File: config.mk
export PLATFORM = sky130hd
export DESIGN_NAME = tmc_timer
export DESIGN_NICKNAME = d
export VERILOG_FILES = /design/src/rtl/tmc_pkg.sv /design/src/rtl/tmc_edge_sync.sv /design/src/rtl/tmc_prescaler.sv /design/src/rtl/tmc_half.sv /design/src/rtl/tmc_timer.sv
export SDC_FILE = /design/constraint.sdc
export NUM_CORES = 1
export LEC_CHECK = 0
export BUFFER_PORTS_ARGS = -buffer_cell sky130_fd_sc_hd__buf_2
export CORE_MARGIN = 2
export CORE_UTILIZATION = 57
export DETAILED_ROUTE_END_ITERATION = 6
export PLACE_DENSITY = 0.92
export SYNTH_ARGS = -nofsm -noshare
export SYNTH_HDL_FRONTEND = slang
export SYNTH_SLANG_ARGS = --single-unit
File: constraint.sdc
create_clock -name clk -period 2.7 [get_ports clk]
set_input_delay 0.81 -clock clk [delete_from_list [all_inputs] [get_ports clk]]
set_output_delay 0.81 -clock clk [all_outputs]
set_load 0.05 [all_outputs]
File: src/rtl/tmc_pkg.sv
package tmc_pkg;

    localparam int ADDR_W = 3;

    localparam logic [ADDR_W-1:0] ADDR_MODE   = 3'd0;
    localparam logic [ADDR_W-1:0] ADDR_RELOAD = 3'd1;
    localparam logic [ADDR_W-1:0] ADDR_MLO    = 3'd2;
    localparam logic [ADDR_W-1:0] ADDR_MHI    = 3'd3;
    localparam logic [ADDR_W-1:0] ADDR_FLAGS  = 3'd4;

    typedef enum logic [1:0] {
        MD_DUAL_TIMER  = 2'd0,
        MD_TIMER_EVENT = 2'd1,
        MD_WIDE_TIMER  = 2'd2,
        MD_WIDE_EVENT  = 2'd3
    } tmc_mode_e;

    typedef enum logic {
        ST_CLEAR = 1'b0,
        ST_RUN   = 1'b1
    } tmc_state_e;

endpackage

File: src/rtl/tmc_edge_sync.sv
module tmc_edge_sync #(
    parameter int STAGES = 2
) (
    input  logic clk,
    input  logic rst_n,
    input  logic async_i,
    output logic rise_o
);
    localparam int LAST = STAGES - 1;

    logic [STAGES-1:0] chain_q;
    logic              prev_q;

    genvar g;
    generate
        for (g = 0; g < STAGES; g++) begin : g_stage
            if (g == 0) begin : g_first
                always_ff @(posedge clk or negedge rst_n) begin
                    if (!rst_n) chain_q[g] <= 1'b0;
                    else        chain_q[g] <= async_i;
                end
            end else begin : g_next
                always_ff @(posedge clk or negedge rst_n) begin
                    if (!rst_n) chain_q[g] <= 1'b0;
                    else        chain_q[g] <= chain_q[g-1];
                end
            end
        end
    endgenerate

    always_ff @(posedge clk or negedge rst_n) begin
        if (!rst_n) prev_q <= 1'b0;
        else        prev_q <= chain_q[LAST];
    end

    assign rise_o = chain_q[LAST] & ~prev_q;

endmodule

File: src/rtl/tmc_prescaler.sv
module tmc_prescaler #(
    parameter int PRE_W = 8
) (
    input  logic             clk,
    input  logic             rst_n,
    input  logic             clr_i,
    input  logic             run_i,
    input  logic [PRE_W-1:0] reload_i,
    output logic             tick_o
);
    logic [PRE_W-1:0] div_q;

    assign tick_o = run_i && (div_q == reload_i);

    always_ff @(posedge clk or negedge rst_n) begin
        if (!rst_n) begin
            div_q <= '0;
        end else if (clr_i) begin
            div_q <= '0;
        end else if (tick_o) begin
            div_q <= '0;
        end else if (run_i) begin
            div_q <= div_q + 1'b1;
        end
    end

endmodule

File: src/rtl/tmc_half.sv
module tmc_half #(
    parameter int HALF_W = 8
) (
    input  logic              clk,
    input  logic              rst_n,
    input  logic              clr_i,
    input  logic              inc_i,
    input  logic              wrap_i,
    input  logic              cap_en_i,
    output logic [HALF_W-1:0] cnt_o,
    output logic [HALF_W-1:0] cap_o
);
    logic [HALF_W-1:0] cnt_q;
    logic [HALF_W-1:0] cap_q;

    always_ff @(posedge clk or negedge rst_n) begin
        if (!rst_n) begin
            cnt_q <= '0;
        end else if (clr_i) begin
            cnt_q <= '0;
        end else if (inc_i) begin
            cnt_q <= wrap_i ? '0 : cnt_q + 1'b1;
        end
    end

    always_ff @(posedge clk or negedge rst_n) begin
        if (!rst_n)        cap_q <= '0;
        else if (cap_en_i) cap_q <= cnt_q;
    end

    assign cnt_o = cnt_q;
    assign cap_o = cap_q;

endmodule

File: src/rtl/tmc_timer.sv
module tmc_timer
    import tmc_pkg::*;
#(
    parameter int HALF_W      = 8,
    parameter int PRE_W       = 8,
    parameter int SYNC_STAGES = 2
) (
    input  logic                clk,
    input  logic                rst_n,
    input  logic                wr_en,
    input  logic [ADDR_W-1:0]   wr_addr,
    input  logic [HALF_W-1:0]   wr_data,
    input  logic                cap_trig,
    input  logic                evt_in,
    output logic [2*HALF_W-1:0] count_o,
    output logic [2*HALF_W-1:0] capture_o,
    output logic                irq_lo_o,
    output logic                irq_hi_o,
    output logic                pre_tick_o
);
    localparam int FULL_W = 2 * HALF_W;

    // configuration registers
    tmc_mode_e         mode_q;
    logic [PRE_W-1:0]  reload_q;
    logic [HALF_W-1:0] match_lo_q;
    logic [HALF_W-1:0] match_hi_q;

    // controller
    tmc_state_e state_q;
    tmc_state_e state_d;
    logic       mode_wr;
    logic       clear_all;
    logic       run_active;

    // datapath wiring
    logic              pre_tick;
    logic              evt_pulse;
    logic              cap_pulse;
    logic [HALF_W-1:0] cnt_lo, cnt_hi;
    logic [HALF_W-1:0] cap_lo, cap_hi;
    logic              lo_tick, hi_tick;
    logic              lo_eq, hi_eq, full_eq;
    logic              lo_inc, lo_wrap, hi_inc, hi_wrap;
    logic              set_lo, set_hi;
    logic              clr_lo, clr_hi;
    logic              irq_lo_q, irq_hi_q;

    assign mode_wr = wr_en && (wr_addr == ADDR_MODE);
    assign clr_lo  = wr_en && (wr_addr == ADDR_FLAGS) && wr_data[0];
    assign clr_hi  = wr_en && (wr_addr == ADDR_FLAGS) && wr_data[1];

    // register write port
    always_ff @(posedge clk or negedge rst_n) begin
        if (!rst_n) begin
            mode_q     <= MD_DUAL_TIMER;
            reload_q   <= '0;
            match_lo_q <= '1;
            match_hi_q <= '1;
        end else if (wr_en) begin
            unique case (wr_addr)
                ADDR_MODE:   mode_q     <= tmc_mode_e'(wr_data[1:0]);
                ADDR_RELOAD: reload_q   <= wr_data[PRE_W-1:0];
                ADDR_MLO:    match_lo_q <= wr_data;
                ADDR_MHI:    match_hi_q <= wr_data;
                default:     ;
            endcase
        end
    end

    // controller: state register
    always_ff @(posedge clk or negedge rst_n) begin
        if (!rst_n) state_q <= ST_CLEAR;
        else        state_q <= state_d;
    end

    // controller: next state (release / hold / reconfigure)
    always_comb begin
        unique case (state_q)
            ST_CLEAR: state_d = mode_wr ? ST_CLEAR : ST_RUN;
            ST_RUN:   state_d = mode_wr ? ST_CLEAR : ST_RUN;
        endcase
    end

    // controller: outputs
    always_comb begin
        unique case (state_q)
            ST_CLEAR: begin
                clear_all  = 1'b1;
                run_active = 1'b0;
            end
            ST_RUN: begin
                clear_all  = mode_wr;
                run_active = 1'b1;
            end
        endcase
    end

    tmc_prescaler #(.PRE_W(PRE_W)) u_pre (
        .clk      (clk),
        .rst_n    (rst_n),
        .clr_i    (clear_all),
        .run_i    (run_active),
        .reload_i (reload_q),
        .tick_o   (pre_tick)
    );

    tmc_edge_sync #(.STAGES(SYNC_STAGES)) u_evt_sync (
        .clk     (clk),
        .rst_n   (rst_n),
        .async_i (evt_in),
        .rise_o  (evt_pulse)
    );

    tmc_edge_sync #(.STAGES(SYNC_STAGES)) u_cap_sync (
        .clk     (clk),
        .rst_n   (rst_n),
        .async_i (cap_trig),
        .rise_o  (cap_pulse)
    );

    // tick routing and match detection per mode
    assign lo_eq   = (cnt_lo == match_lo_q);
    assign hi_eq   = (cnt_hi == match_hi_q);
    assign full_eq = lo_eq && hi_eq;

    always_comb begin
        lo_tick = run_active && ((mode_q == MD_WIDE_EVENT) ? evt_pulse : pre_tick);
        hi_tick = run_active && ((mode_q == MD_TIMER_EVENT) ? evt_pulse : pre_tick);
        unique case (mode_q)
            MD_WIDE_TIMER, MD_WIDE_EVENT: begin
                lo_inc  = lo_tick;
                lo_wrap = full_eq;
                hi_inc  = lo_tick && (full_eq || (&cnt_lo));
                hi_wrap = full_eq;
                set_lo  = 1'b0;
                set_hi  = lo_tick && full_eq;
            end
            MD_DUAL_TIMER, MD_TIMER_EVENT: begin
                lo_inc  = lo_tick;
                lo_wrap = lo_eq;
                hi_inc  = hi_tick;
                hi_wrap = hi_eq;
                set_lo  = lo_tick && lo_eq;
                set_hi  = hi_tick && hi_eq;
            end
        endcase
    end

    tmc_half #(.HALF_W(HALF_W)) u_lo (
        .clk      (clk),
        .rst_n    (rst_n),
        .clr_i    (clear_all),
        .inc_i    (lo_inc),
        .wrap_i   (lo_wrap),
        .cap_en_i (cap_pulse),
        .cnt_o    (cnt_lo),
        .cap_o    (cap_lo)
    );

    tmc_half #(.HALF_W(HALF_W)) u_hi (
        .clk      (clk),
        .rst_n    (rst_n),
        .clr_i    (clear_all),
        .inc_i    (hi_inc),
        .wrap_i   (hi_wrap),
        .cap_en_i (cap_pulse),
        .cnt_o    (cnt_hi),
        .cap_o    (cap_hi)
    );

    // sticky flags: a new match wins over a clear in the same cycle
    always_ff @(posedge clk or negedge rst_n) begin
        if (!rst_n) begin
            irq_lo_q <= 1'b0;
            irq_hi_q <= 1'b0;
        end else begin
            irq_lo_q <= set_lo || (irq_lo_q && !clr_lo);
            irq_hi_q <= set_hi || (irq_hi_q && !clr_hi);
        end
    end

    assign count_o    = {cnt_hi, cnt_lo};
    assign capture_o  = {cap_hi, cap_lo};
    assign irq_lo_o   = irq_lo_q;
    assign irq_hi_o   = irq_hi_q;
    assign pre_tick_o = pre_tick;

endmodule

Yosys cells after proc, flatten, opt, wreduce, memory -nomap -nowiden
Cells that the tools add are included.
Storage, ports and cells
  bits in registers: 75
  bits in latches: 0
  RAM bits: 0
  memory bits (read-only): 0
  input bits: 16
  output and inout bits: 35
  logic and storage cells: 88
  memories: 0
Cells by class
  add/sub/neg operators: 3
  multiply operators: 0
  div/mod/pow operators: 0
  order comparisons: 0
  eq/ne operators: 10
  shift operators: 0
  multiplexer cells: 20
  bitwise logic cells: 5
  reduce and logical (&&, ||, !) cells: 32
Operators by type and width (count)
  8-bit two-way mux: 9
  8-bit by 1-bit adder with 8-bit output (second input constant): 3
  8-bit equality test: 3
  1-bit logical AND: 14
  1-bit one-hot mux with 2 select lines: 7
  2-bit AND reduction: 4
  8-bit AND reduction: 1
  3-bit by 2-bit equality test with 1-bit output (second input constant): 2
  2-bit equality test (second input constant): 2
  1-bit two-way mux: 4
  2-bit nonzero test: 2
  2-bit OR reduction: 2
  4-bit OR reduction: 1
  3-bit by 1-bit equality test with 1-bit output (second input constant): 1
  3-bit equality test (second input constant): 1
  3-bit logical NOT: 1
  1-bit logical OR: 3
  1-bit NOT: 3
  3-bit nonzero test: 1
  1-bit AND: 2
  2-bit by 1-bit equality test with 1-bit output (second input constant): 1
  1-bit logical NOT: 2
  2-bit logical NOT: 1

Longest topological paths before layout
  depth in word-level cells: 9
  mapped depth: 7
  depth with buffers taken out: 7

By module
From an unflattened synthesis, not the netlist that was laid out.
Second synthesis, totals
  cells, all modules: 303
  area, all modules: 3642.2 µm²
Modules (own cells, without submodules)
  tmc_half: instances 2, cells an instance 68, area an instance 760.7 µm²
  tmc_timer: instances 1, cells an instance 107, area an instance 1410.1 µm²
  tmc_prescaler: instances 1, cells an instance 52, area an instance 533.0 µm²
  tmc_edge_sync: instances 2, cells an instance 4, area an instance 88.8 µm²

Worst setup path before layout
No wires, ideal clock.
  path kind: flip-flop to flip-flop
  from: reg u_lo.cnt_q[0] (netlist: u_lo.cnt_o[0])
  to: reg u_hi.cnt_q[6] (netlist: u_hi.cnt_o[6])
  setup time: 122 ps
  arrival time: 2102 ps
  required time: 2578 ps
  slack: 477 ps
  stages on the path, launching flop included: 8
  path buffers: 0
  cells stage by stage: dfrtp_1 ha_1 and3_1 nand3_1 nor2_1 o221ai_2 a22o_1 a32o_1
Between the ends
  longest elaborated chain between the ends: 6
RTL lines
  start: declaration: RTL line tmc_half.sv:13  | logic [HALF_W-1:0] cnt_q;
  start signal: assignment: RTL line tmc_half.sv:22  | cnt_q <= wrap_i ? '0 : cnt_q + 1'b1;
  8-bit equality test: RTL line tmc_timer.sv:123  | assign lo_eq = (cnt_lo == match_lo_q);
  1-bit logical AND: RTL line tmc_timer.sv:125  | assign full_eq = lo_eq && hi_eq;
  1-bit one-hot mux with 2 select lines or 1-bit logical OR (tied branches): RTL line tmc_timer.sv:130, tmc_timer.sv:134
  8-bit two-way mux or 1-bit logical AND (tied branches): RTL line tmc_half.sv:22, tmc_timer.sv:134
  8-bit two-way mux or 1-bit one-hot mux with 2 select lines (tied branches): RTL line tmc_half.sv:21, tmc_timer.sv:130
  8-bit two-way mux or 2-bit nonzero test (tied branches)
  end signal: assignment: RTL line tmc_half.sv:22
  end: declaration: RTL line tmc_half.sv:13
Parallel ways exist; a longest one is shown, timed or not. The select of a mux whose other input is x is not followed.
A chain may end at the register's enable or synchronous reset.

Worst setup path after layout
  from: reg u_pre.div_q[1]
  to: out pre_tick_o
Between the ends
  longest elaborated chain between the ends: 2
RTL lines
  start: declaration: RTL line tmc_prescaler.sv:11  | logic [PRE_W-1:0] div_q;
  start signal: assignment: RTL line tmc_prescaler.sv:23  | div_q <= div_q + 1'b1;
  8-bit equality test: RTL line tmc_prescaler.sv:13  | assign tick_o = run_i && (div_q == reload_i);
  1-bit logical AND: RTL line tmc_prescaler.sv:13
  end: declaration: RTL line tmc_timer.sv:19  | output logic pre_tick_o
No other way between the ends.

==> impl_metrics.json <==
{
  "status": "finished, final reports clean",
  "grt_pass1_vias": 2520,
  "p_per_area_nw_per_um2": 912,
  "switching_share": 0.366,
  "final.hold.worst_slack_ns": 0.355,
  "post_drt_wl_per_cell_um": 17.8,
  "place_congestion": 0.859,
  "clockRootBuffer": "sky130_fd_sc_hd__clkbuf_8",
  "internal_dissipation_uw": 2380,
  "die_width_um": 82.4,
  "cts_stage_hold_buffer_count": 0,
  "grt_start_max_net_pins": 29,
  "post-route-drc-count": 0,
  "detail_route.wirelength_um": 7750,
  "synth_seq_area_share": 0.542,
  "dr.first_iter.drc_count": 206,
  "post_dp_cell_area_um2": 3870,
  "final_design_area_no_fill_um2": 4120,
  "timing_max_transition_violations_final": 0,
  "initial_core_util": 0.591,
  "synth.most_common_cell": "sky130_fd_sc_hd__dfrtp_1",
  "layout.filler_cells": 450,
  "global_route.usage.total": 0.254,
  "holdCritPathClass": "register to register",
  "clk_latency_ns": 0.35,
  "routed_via_density": 5.92,
  "diodes": 0,
  "grt_pass1_wl_um": 12500,
  "critical_path_required_ns": 1.89,
  "ir_drop_mv": 0.527,
  "vias": 2580,
  "cts_tree": "done",
  "port_buffers": 50,
  "max-slew-margin-rel": 0.447,
  "finalCriticalPeriod_ns": 2.64,
  "cap_viol_max_count": 0,
  "grt_use_met3": 0.0391,
  "synth_area_per_cell_um2": 11.9,
  "synth.largest_area_cell": "sky130_fd_sc_hd__dfrtp_1",
  "grt.met1_usage": 0.330,
  "timing.final.setup_violations": 0,
  "worst_ep_arrival_time_ns": 1.83,
  "seq_power_share": 0.438,
  "dp_cells": 419,
  "fin_worst_skew_ns": 0.0101,
  "clkSinkCount": 75,
  "layoutNonFillerInstCount": 436,
  "post-synth-top-area-fraction": 0.422,
  "grt_antenna_before_repair": 0,
  "postSynthNetCount": 312,
  "detail_route.first_pass.iterations": 5,
  "die_area_um2": 6780,
  "core_um2": 5920,
  "max_freq_mhz": 379,
  "rows": 28,
  "netlist_top_cells_count": "sky130_fd_sc_hd__dfrtp_1, sky130_fd_sc_hd__mux2_2, sky130_fd_sc_hd__nor2_1",
  "crit_path_max_fanout": 4,
  "finalHoldViolations": 0,
  "place_ws_ns": 0.354,
  "syn_inst": 293,
  "area_of_the_mapped_netlist_um2": 3500,
  "drtAntennaViolNets": 0,
  "grt_overflow_total": 0,
  "final.period_utilization": 0.978,
  "fp.dieH_um": 82.4,
  "cts.clk_slew.worst_paths_ns": 0.08,
  "cp-end-kind": "output port",
  "areaGrowthSynthToFinish_pct": 17.6,
  "power.static_leakage_uw": 0.00188,
  "groute.layer.met2.usage": 0.415,
  "yosys_warnings": 0,
  "switching_power_uw": 1380,
  "post_route_cells_drive_above_1_share": 0.388,
  "synthDistinctLibCells": 46,
  "p_clk_frac": 0.256,
  "netlist_top_cells_area": "sky130_fd_sc_hd__dfrtp_1, sky130_fd_sc_hd__mux2_2, sky130_fd_sc_hd__dfstp_2",
  "cts-htree-levels": 3,
  "ys_ff_latch": 75,
  "worst_path_max_delay_cell": "sky130_fd_sc_hd__dfrtp_1",
  "async_set_or_reset_register_ratio_after_synthesis": 1.00,
  "timing.critical_path.from_type": "register",
  "p_comb_frac": 0.306,
  "synth_enable_flop_cells": 0,
  "grt.busiest_layer": "met2",
  "dominantRegCellSynth": "sky130_fd_sc_hd__dfrtp_1",
  "setup_slack_ns": 0.0597,
  "critical_path.max_stage_delay_ns": 0.44,
  "place_hpwl_um": 5510,
  "max_slew.worst_pin.slew_ns": 0.830,
  "cts_buffers": 9,
  "clk_path_buf_depth": 2,
  "design.portCount": 51,
  "nNetsFinal": 375,
  "critical_path_class": "register to output port",
  "path_cells": "xor2_1 > nor3_2 > nand3_2 > inv_1 > clkbuf_4"
}
-- layout by cell type (no fill, tap or decap), types with 3 or more instances in the layout --
| master | instances |
|---|---|
| sky130_fd_sc_hd__dfrtp_1 | 59 |
| sky130_fd_sc_hd__buf_2 | 49 |
| sky130_fd_sc_hd__mux2_2 | 40 |
| sky130_fd_sc_hd__nor2_1 | 22 |
| sky130_fd_sc_hd__xnor2_1 | 21 |
| sky130_fd_sc_hd__nand2_1 | 17 |
| sky130_fd_sc_hd__dfstp_2 | 16 |
| sky130_fd_sc_hd__o21ai_0 | 15 |
| sky130_fd_sc_hd__nand3_1 | 13 |
| sky130_fd_sc_hd__clkbuf_8 | 11 |
| sky130_fd_sc_hd__xor2_1 | 8 |
| sky130_fd_sc_hd__nand4_1 | 8 |
| sky130_fd_sc_hd__a22o_1 | 8 |
| sky130_fd_sc_hd__inv_1 | 7 |
| sky130_fd_sc_hd__and3_1 | 6 |
| sky130_fd_sc_hd__buf_4 | 6 |
| sky130_fd_sc_hd__and2_1 | 4 |
| sky130_fd_sc_hd__nand3b_1 | 3 |
| sky130_fd_sc_hd__nand2b_1 | 3 |
| sky130_fd_sc_hd__a211oi_1 | 3 |
| sky130_fd_sc_hd__ha_1 | 3 |
-- critical path: cells and delay by family, from the launching register on --
| family | cells | cell delay (ns) |
|---|---|---|
| buf+inv | 2 | 0.34 |
| flops | 1 | 0.44 |
| simple gates | 2 | 0.51 |
| xor+xnor | 1 | 0.18 |
-- cells by family (layout without fill, tap and decap cells) --
| kind of cell | count (synthesis) | after routing | share of synthesized area |
|---|---|---|---|
| and+or+nand+nor | 89 | 89 | 0.136 |
| DFF | 75 | 75 | 0.542 |
| AOI/OAI and AO/OA | 44 | 44 | 0.0904 |
| muxes | 40 | 40 | 0.129 |
| xor gates and xnor gates | 30 | 30 | 0.0772 |
| buffers and inverters | 12 | 80 | 0.0154 |
| adders and majority gates | 3 | 3 | 0.0107 |
-- power groups by stage --
stage                     combinational (µW)  sequential, µW  clock [µW]
after detailed placement                1100            1660           0
final                                   1150            1650         961
after CTS                               1130            1640         972
after global routing                    1230            1680        1030
after floorplan                          499            1950           0
after global placement                  1070            1640           0
-- sequential cells by signal, summed over array words and instances (netlist names) --
| signal | flops |
|---|---|
| u_hi.cap_o | 8 |
| state_q | 1 |
| u_evt_sync.chain_q | 2 |
| u_lo.cap_o | 8 |
| irq_hi_o | 1 |
| u_pre.div_q | 8 |
| match_hi_q | 8 |
| irq_lo_o | 1 |
| u_cap_sync.prev_q | 1 |
| u_evt_sync.prev_q | 1 |
| mode_q | 2 |
| match_lo_q | 8 |
| u_hi.cnt_o | 8 |
| u_lo.cnt_o | 8 |
| reload_q | 8 |
| u_cap_sync.chain_q | 2 |
-- area by class of cell --
type	instances	area, µm²	share of cell area
Sequential cell	75	1900	0.461
Multi-Input combinational cell	206	1560	0.378
Clock inverter	4	72.6	0.0176
Timing Repair Buffer	57	318	0.0772
Inverter	7	26.3	0.00638
Clock buffer	12	155	0.0377
Tap cell	75	93.8	0.0228
-- worst paths after layout --
check / startpoint / to / slack (ns) / depth (start not counted)
min: u_evt_sync.chain_q[0]$_DFF_PN0_ / u_evt_sync.chain_q[1]$_DFF_PN0_ / 0.35 / 0
min reg2reg: u_evt_sync.chain_q[0]$_DFF_PN0_ / u_evt_sync.chain_q[1]$_DFF_PN0_ / 0.35 / 0
max in group asynchronous: rst_n / match_lo_q[2]$_DFFE_PN1P_ / 1.52 / 2
max: u_pre.div_q[1]$_DFFE_PN0P_ / pre_tick_o / 0.06 / 5
max reg2reg: u_pre.div_q[1]$_DFFE_PN0P_ / u_hi.cnt_o[6]$_DFFE_PN0P_ / 0.40 / 7
min in group asynchronous: rst_n / u_cap_sync.prev_q$_DFF_PN0_ / 0.48 / 1
-- metrics by stage --
stage	TNS, ns	util	power [µW]
floorplan	0	-	2450
global placement	0	0.654	2700
detailed placement	0	0.654	2760
CTS	0	0.693	3740
global route	-0.0241	0.695	3950
finish	0	0.695	3750
-- metal layers --
metal / up-vias / part of all wire / wire (µm)
met2: 106 / 0.49 / 3810
met4: 0 / 0.027 / 207
li1: 1184 / - / -
met5: - / 0 / 0
met3: 20 / 0.052 / 402
met1: 1270 / 0.43 / 3330
-- repair_timing --
item | in CTS | in global routing
resized for setup | 0 | 2
endpoints found under the setup margin | 0 | 1
setup buffers | 0 | 1
(Power assumes the default switching activity.)
